## config.mk

```make
export PLATFORM = sky130hd
export DESIGN_NAME = pllctl_regs
export DESIGN_NICKNAME = d
export VERILOG_FILES = /design/src/rtl/pllctl_pkg.sv /design/src/rtl/pllctl_decode.sv /design/src/rtl/pllctl_lock_timer.sv /design/src/rtl/pllctl_pwrdn.sv /design/src/rtl/pllctl_regs.sv
export SDC_FILE = /design/constraint.sdc
export NUM_CORES = 1
export LEC_CHECK = 0
export BUFFER_PORTS_ARGS = -buffer_cell sky130_fd_sc_hd__clkbuf_2
export CORE_ASPECT_RATIO = 0.9
export CORE_MARGIN = 5
export CORE_UTILIZATION = 46
export DETAILED_ROUTE_END_ITERATION = 8
export GPL_TIMING_DRIVEN = 0
export PLACE_DENSITY = 0.79
export SLEW_MARGIN = 40
export SYNTH_ARGS = -nofsm -noshare
export SYNTH_HDL_FRONTEND = slang
export SYNTH_SLANG_ARGS = --single-unit
export TNS_END_PERCENT = 1
```

## constraint.sdc

```tcl
create_clock -name clk -period 2.75 [get_ports clk]
set_clock_uncertainty 0.05 [all_clocks]
set_input_delay 0.4125 -clock clk [delete_from_list [all_inputs] [get_ports clk]]
set_output_delay 0.4125 -clock clk [all_outputs]
set_load 0.01 [all_outputs]
```

## src/rtl/pllctl_pkg.sv

```systemverilog
`timescale 1ns/1ps
package pllctl_pkg;
  localparam int unsigned DATA_W   = 32;
  localparam int unsigned MULT_W   = 16;
  localparam int unsigned DIV_W    = 8;
  localparam int unsigned MULT_LSB = 16;
  localparam int unsigned DIV_LSB  = 8;
  localparam int unsigned LOCK_BIT = 7;
  localparam int unsigned EN_BIT   = 3;
  localparam int unsigned BYP_BIT  = 2;
  localparam int unsigned LC_BIT   = 0;
  localparam int unsigned CTRL_OFF = 0;
  localparam int unsigned PD_OFF   = 4;

  function automatic logic [MULT_W-1:0] nz_mult(input logic [MULT_W-1:0] v);
    return (v == '0) ? MULT_W'(1) : v;
  endfunction

  function automatic logic [DIV_W-1:0] nz_div(input logic [DIV_W-1:0] v);
    return (v == '0) ? DIV_W'(1) : v;
  endfunction

  function automatic logic bypass_of(input logic bit_val, input logic inv);
    return inv ? ~bit_val : bit_val;
  endfunction
endpackage

```

## src/rtl/pllctl_decode.sv

```systemverilog
`timescale 1ns/1ps
module pllctl_decode #(
  parameter int unsigned ADDR_W = 4
) (
  input  logic [ADDR_W-1:0] addr,
  output logic              ctrl_hit,
  output logic              pd_hit
);
  import pllctl_pkg::*;
  localparam logic [ADDR_W-1:0] CTRL_A = ADDR_W'(CTRL_OFF);
  localparam logic [ADDR_W-1:0] PD_A   = ADDR_W'(PD_OFF);

  always_comb begin
    ctrl_hit = (addr == CTRL_A);
    pd_hit   = (addr == PD_A);
  end
endmodule

```

## src/rtl/pllctl_lock_timer.sv

```systemverilog
`timescale 1ns/1ps
module pllctl_lock_timer #(
  parameter int unsigned CNT_W = 12
) (
  input  logic             clk,
  input  logic             rst_n,
  input  logic             start,
  input  logic             abort,
  input  logic [CNT_W-1:0] delay,
  output logic             locked,
  output logic             busy
);
  logic [CNT_W-1:0] cnt_q;
  logic             last_tick;

  assign last_tick = (cnt_q <= CNT_W'(1));

  always_ff @(posedge clk) begin
    if (!rst_n) begin
      locked <= 1'b0;
      busy   <= 1'b0;
      cnt_q  <= '0;
    end else if (abort) begin
      locked <= 1'b0;
      busy   <= 1'b0;
    end else if (start) begin
      locked <= 1'b0;
      busy   <= 1'b1;
      cnt_q  <= (delay == '0) ? CNT_W'(1) : delay;
    end else if (busy) begin
      if (last_tick) begin
        busy   <= 1'b0;
        locked <= 1'b1;
      end else begin
        cnt_q <= cnt_q - CNT_W'(1);
      end
    end
  end
endmodule

```

## src/rtl/pllctl_pwrdn.sv

```systemverilog
`timescale 1ns/1ps
module pllctl_pwrdn #(
  parameter int unsigned NOUT = 7
) (
  input  logic            clk,
  input  logic            rst_n,
  input  logic            wr,
  input  logic [NOUT-1:0] wbits,
  input  logic            bypass,
  output logic [NOUT-1:0] pd_q,
  output logic [NOUT-1:0] synth_en,
  output logic [NOUT-1:0] synth_bypass
);
  for (genvar i = 0; i < NOUT; i++) begin : g_out
    always_ff @(posedge clk) begin
      if (!rst_n)  pd_q[i] <= 1'b1;
      else if (wr) pd_q[i] <= wbits[i];
    end
    assign synth_en[i]     = ~pd_q[i];
    assign synth_bypass[i] = bypass;
  end
endmodule

```

## src/rtl/pllctl_regs.sv

```systemverilog
`timescale 1ns/1ps
module pllctl_regs #(
  parameter int unsigned ADDR_W     = 4,
  parameter int unsigned NOUT       = 7,
  parameter int unsigned CNT_W      = 12,
  parameter bit          BYPASS_INV = 1'b0
) (
  input  logic              clk,
  input  logic              rst_n,
  input  logic              wr_en,
  input  logic [ADDR_W-1:0] addr,
  input  logic [31:0]       wdata,
  input  logic [CNT_W-1:0]  lock_delay,
  output logic [31:0]       rdata,
  output logic [15:0]       mult_n,
  output logic [7:0]        prediv_p,
  output logic              pll_en,
  output logic              lock_ctl,
  output logic              locked,
  output logic              bypass_sel,
  output logic [NOUT-1:0]   synth_en,
  output logic [NOUT-1:0]   synth_bypass,
  output logic [15:0]       eff_mult,
  output logic [7:0]        eff_div
);
  import pllctl_pkg::*;
  localparam int unsigned PAD_W = DATA_W - NOUT;

  logic            ctrl_hit, pd_hit, ctrl_wr, pd_wr;
  logic            byp_q, new_en, loop_change, tmr_start, tmr_abort, tmr_busy;
  logic [NOUT-1:0] pd_q;
  logic [MULT_W-1:0] new_n;
  logic [DIV_W-1:0]  new_p;
  logic            unused_wbits;

  assign unused_wbits = ^{wdata[6:4], wdata[1], wdata[LOCK_BIT]};

  pllctl_decode #(.ADDR_W(ADDR_W)) u_dec (
    .addr(addr), .ctrl_hit(ctrl_hit), .pd_hit(pd_hit)
  );

  assign ctrl_wr = wr_en & ctrl_hit;
  assign pd_wr   = wr_en & pd_hit;
  assign new_en  = wdata[EN_BIT];
  assign new_n   = wdata[MULT_LSB +: MULT_W];
  assign new_p   = wdata[DIV_LSB +: DIV_W];
  assign loop_change = (new_n != mult_n) || (new_p != prediv_p);
  assign tmr_start   = ctrl_wr & new_en & (~pll_en | loop_change);
  assign tmr_abort   = ctrl_wr & ~new_en;

  always_ff @(posedge clk) begin
    if (!rst_n) begin
      mult_n   <= '0;
      prediv_p <= '0;
      pll_en   <= 1'b0;
      byp_q    <= 1'b0;
      lock_ctl <= 1'b0;
    end else if (ctrl_wr) begin
      mult_n   <= new_n;
      prediv_p <= new_p;
      pll_en   <= new_en;
      byp_q    <= wdata[BYP_BIT];
      lock_ctl <= wdata[LC_BIT];
    end
  end

  pllctl_lock_timer #(.CNT_W(CNT_W)) u_tmr (
    .clk(clk), .rst_n(rst_n), .start(tmr_start), .abort(tmr_abort),
    .delay(lock_delay), .locked(locked), .busy(tmr_busy)
  );

  assign bypass_sel = bypass_of(byp_q, BYPASS_INV);

  pllctl_pwrdn #(.NOUT(NOUT)) u_pd (
    .clk(clk), .rst_n(rst_n), .wr(pd_wr), .wbits(wdata[NOUT-1:0]),
    .bypass(bypass_sel), .pd_q(pd_q), .synth_en(synth_en),
    .synth_bypass(synth_bypass)
  );

  always_comb begin
    if (bypass_sel) begin
      eff_mult = MULT_W'(1);
      eff_div  = DIV_W'(1);
    end else begin
      eff_mult = nz_mult(mult_n);
      eff_div  = nz_div(prediv_p);
    end
  end

  always_comb begin
    rdata = '0;
    if (ctrl_hit) begin
      rdata[MULT_LSB +: MULT_W] = mult_n;
      rdata[DIV_LSB +: DIV_W]   = prediv_p;
      rdata[LOCK_BIT]           = locked;
      rdata[EN_BIT]             = pll_en;
      rdata[BYP_BIT]            = byp_q;
      rdata[LC_BIT]             = lock_ctl;
    end else if (pd_hit) begin
      rdata = {{PAD_W{1'b0}}, pd_q};
    end
  end
endmodule

```

==> flow_metrics.py <==
metrics = {
    "logic_synthesis": {
        "synth.area.top_cells": "dfxtp_1, nand2_1, and2_1",
        "synthCells": 364,
        "synth_cell_types": 42,
        "avgSynthCellArea_um2": 7.98,
        "syn-num-nets": 417,
        "yosys.area.top_type": "dfxtp_1",
        "syn_area_um2": 2910,
        "post-synth-top-count-cell": "nand2_1",
        "ys_ff_latch": 48,
        "async_flop_share": 0,
        "yosys_warnings": 0,
        "synth_top_cell_area_share": 0.331,
        "synth-seq-area-share": 0.331,
        "ys.flop_type": "dfxtp_1",
        "synth_edf_count": 0,
        "synth_common_cells": "nand2_1, dfxtp_1, and2_1",
    },
    "finish": {
        "fin_cells": 605,
        "area_growth_pct": 31.7,
        "fillerInstances": 564,
        "nNetsFinal": 571,
        "antenna_cells": 0,
        "multi_input_area_um2": 1770,
        "drive_above_1_share": 0.330,
        "final-seq-area_um2": 961,
    },
    "power_and_ir_drop": {
        "combinationalPowerShare": 0.215,
        "power.density_nw_per_um2": 378,
        "p_int_mw": 1.03,
        "ir_drop_v": 0.000304,
        "p_sw_frac": 0.290,
        "p_leak_nw": 1.77,
        "clock_power_share": 0.273,
        "power.switching_mw": 0.420,
        "total_power_mw": 1.45,
        "seq_power_share": 0.511,
    },
    "setup_path": {
        "critPathTopFamily": "buffers and inverters",
        "r2r.worst_path.cells": 8,
        "r2r_slack_ns": 0.28,
        "critPathCaptureType": "primary output",
        "crit_buf_inv": 4,
        "slowest_stage": "clkbuf_1",
        "arrival_ns": 2.06,
        "crit_fanout": 10,
        "cp_cell_sequence": "clkbuf_2, nor4_2, clkbuf_1, clkbuf_1, and2_1, clkbuf_2",
        "crit_type": "input port to primary output",
        "reg2reg_to": "u_tmr.cnt_q[10]$_SDFFE_PN0P_",
        "slowest_delay_ns": 0.51,
        "cp.required_ns": 2.29,
        "r2r-start": "u_tmr.cnt_q[0]$_SDFFE_PN0P_",
        "startpoint_type": "input port",
    },
    "timing": {
        "slew_viol_final": 0,
        "setup_slack_ns": 0.224,
        "rsz0062_at_grt": "no",
        "tns_ns": 0,
        "fin_crit_sh": 0.919,
        "period_minus_slack_ns": 2.53,
        "max_slew_margin": 0.500,
        "hold_viol_final": 0,
        "setup_violations": 0,
        "tightest_slew_ns": 0.744,
        "fmax_mhz": 396,
    },
    "floorplanning": {
        "dieWidth_um": 93.8,
        "dieArea_um2": 8010,
        "core-area_um2": 6110,
        "ios": 149,
        "core.rowCount": 27,
        "die_h_um": 85.4,
        "start_util": 0.475,
    },
    "cts": {
        "clock_sinks": 48,
        "cts_tree": "done",
        "worstSkewPairLatency_ns": 0.29,
        "clockBufferDepth": 2,
        "ctsHtreeMaxLevel": 2,
        "post-cts-setup-buffers": 0,
        "clk_pin_slew_ns": 0.08,
        "cts_root_buffer": "clkbuf_8",
        "cts_hold_buf": 0,
        "cts_resized": 0,
        "cts-buffers-inserted": 5,
    },
    "min_path": {
        "hold_class": "input port to flip-flop",
        "min_to": "u_pd.pd_q[4]$_SDFFE_PN1P_",
        "hold_path_depth": 3,
        "min_from": "wdata[4]",
    },
    "placement": {
        "preCtsSetupSlack_ns": 0.174,
        "port_buffers": 147,
        "gp_congestion": 0.881,
        "place_inst": 598,
        "hpwl_mm": 6.91,
    },
    "detailed_routing": {
        "routedWlPerCell_um": 14.4,
        "route.detailed.drc": 0,
        "drt_iter0_markers": 225,
        "vias": 3115,
        "drt-total-wl_mm": 8.72,
        "drt_first_pass_iters": 4,
        "postRouteAntennaNets": 0,
        "vias_per_cell": 5.15,
    },
    "outcome": {
        "status": "finished, final reports clean",
    },
    "global_routing": {
        "antenna_found_initial": 0,
        "grt_pass1_wl_mm": 14.0,
        "grt_pass1_vias": 2914,
        "overflow": 0,
        "grt.total_usage": 0.215,
        "grt_max_degree": 19,
    },
    "job": {
        "cap_violations": 0,
    },
}
## final cells by class
class                      count  area share
buffer                        25      0.0333
clock buffer                   6      0.0190
clock inverter                 1     0.00131
inverter                      13      0.0127
multi-input combinational    278       0.462
sequential                    48       0.251
tap                           87      0.0284
timing repair buffer         147       0.192
## layout by cell type, fill, tap and decap left out, drive strengths merged
cell	instances
nor4	11
o41ai	2
nor2	10
a41oi	1
buf	14
mux2i	12
o22ai	9
nand2b	1
a21boi	27
o21ai	6
or2	1
or2b	1
o31a	1
nor4b	1
a22o	3
nand2	67
nor3b	1
and2	38
a21oi	3
o2111a	1
o31ai	6
xnor2	24
ha	2
o211a	1
nand4	6
clkbuf	164
a211o	1
o211ai	10
clkinv	1
inv	13
nand3	3
or3	2
and3	2
nor2b	16
mux2	1
nor3	6
a31oi	2
dfxtp	48
## sequential cells by signal, summed over array words and instances, names as in the netlist
name / count
u_pd.pd_q: 7
lock_ctl: 1
u_tmr.locked: 1
u_tmr.cnt_q: 12
pll_en: 1
u_tmr.busy: 1
bypass_sel: 1
prediv_p: 8
mult_n: 16
## logic make-up after synthesis
kind of cell / share of synthesized area
multiplexers: 0.0465
AND/OR/NAND/NOR: 0.299
buffers and inverters: 0.0607
adder cells (fa/ha/maj): 0.00861
XOR/XNOR: 0.0724
flip-flops: 0.331
AO/OA/AOI/OAI: 0.182
## how the worst max path moves through the flow
stage	start	to	slack, ns	cells after the start
2_1_floorplan	u_tmr.cnt_q[0]$_SDFFE_PN0P_	u_tmr.cnt_q[10]$_SDFFE_PN0P_	0.60	8
3_3_place_gp	addr[1]	rdata[15]	0.20	6
3_5_place_dp	addr[1]	rdata[17]	0.17	6
4_1_cts	addr[1]	rdata[17]	0.17	6
5_1_grt	addr[1]	rdata[15]	0.06	6
6_report	addr[1]	rdata[15]	0.22	6
## layer usage
metal / up-vias / share of wire / GRT usage
met4: 0 / 0.014 / 0.0656
met2: 129 / 0.47 / 0.351
met3: 10 / 0.080 / 0.0417
met1: 1420 / 0.44 / 0.286
li1: 1556 / - / -
met5: - / 0 / 0
## worst min-delay path, cell delays in order
cell and delay [ns]:
clkbuf_2 0.07, nand2_1 0.04, o211ai_1 0.07
## power by group through the flow
stage | combinational (mW) | clock [mW] | sequential, mW
5_1_grt | 0.348 | 0.432 | 0.745
4_1_cts | 0.309 | 0.402 | 0.740
2_1_floorplan | 0.196 | 0 | 0.753
3_3_place_gp | 0.299 | 0 | 0.755
3_5_place_dp | 0.308 | 0 | 0.756
6_report | 0.312 | 0.396 | 0.741
## metrics by stage
step           cell area [um2]  utilization  hold WS [ns]
2_1_floorplan             2910            -         0.411
3_3_place_gp              3750        0.613         0.423
3_5_place_dp              3750        0.613         0.437
4_1_cts                   3830        0.626         0.283
5_1_grt                   3830        0.626         0.293
6_report                  3830        0.626         0.293
No activity file was read; power rests on OpenSTA's default activity.
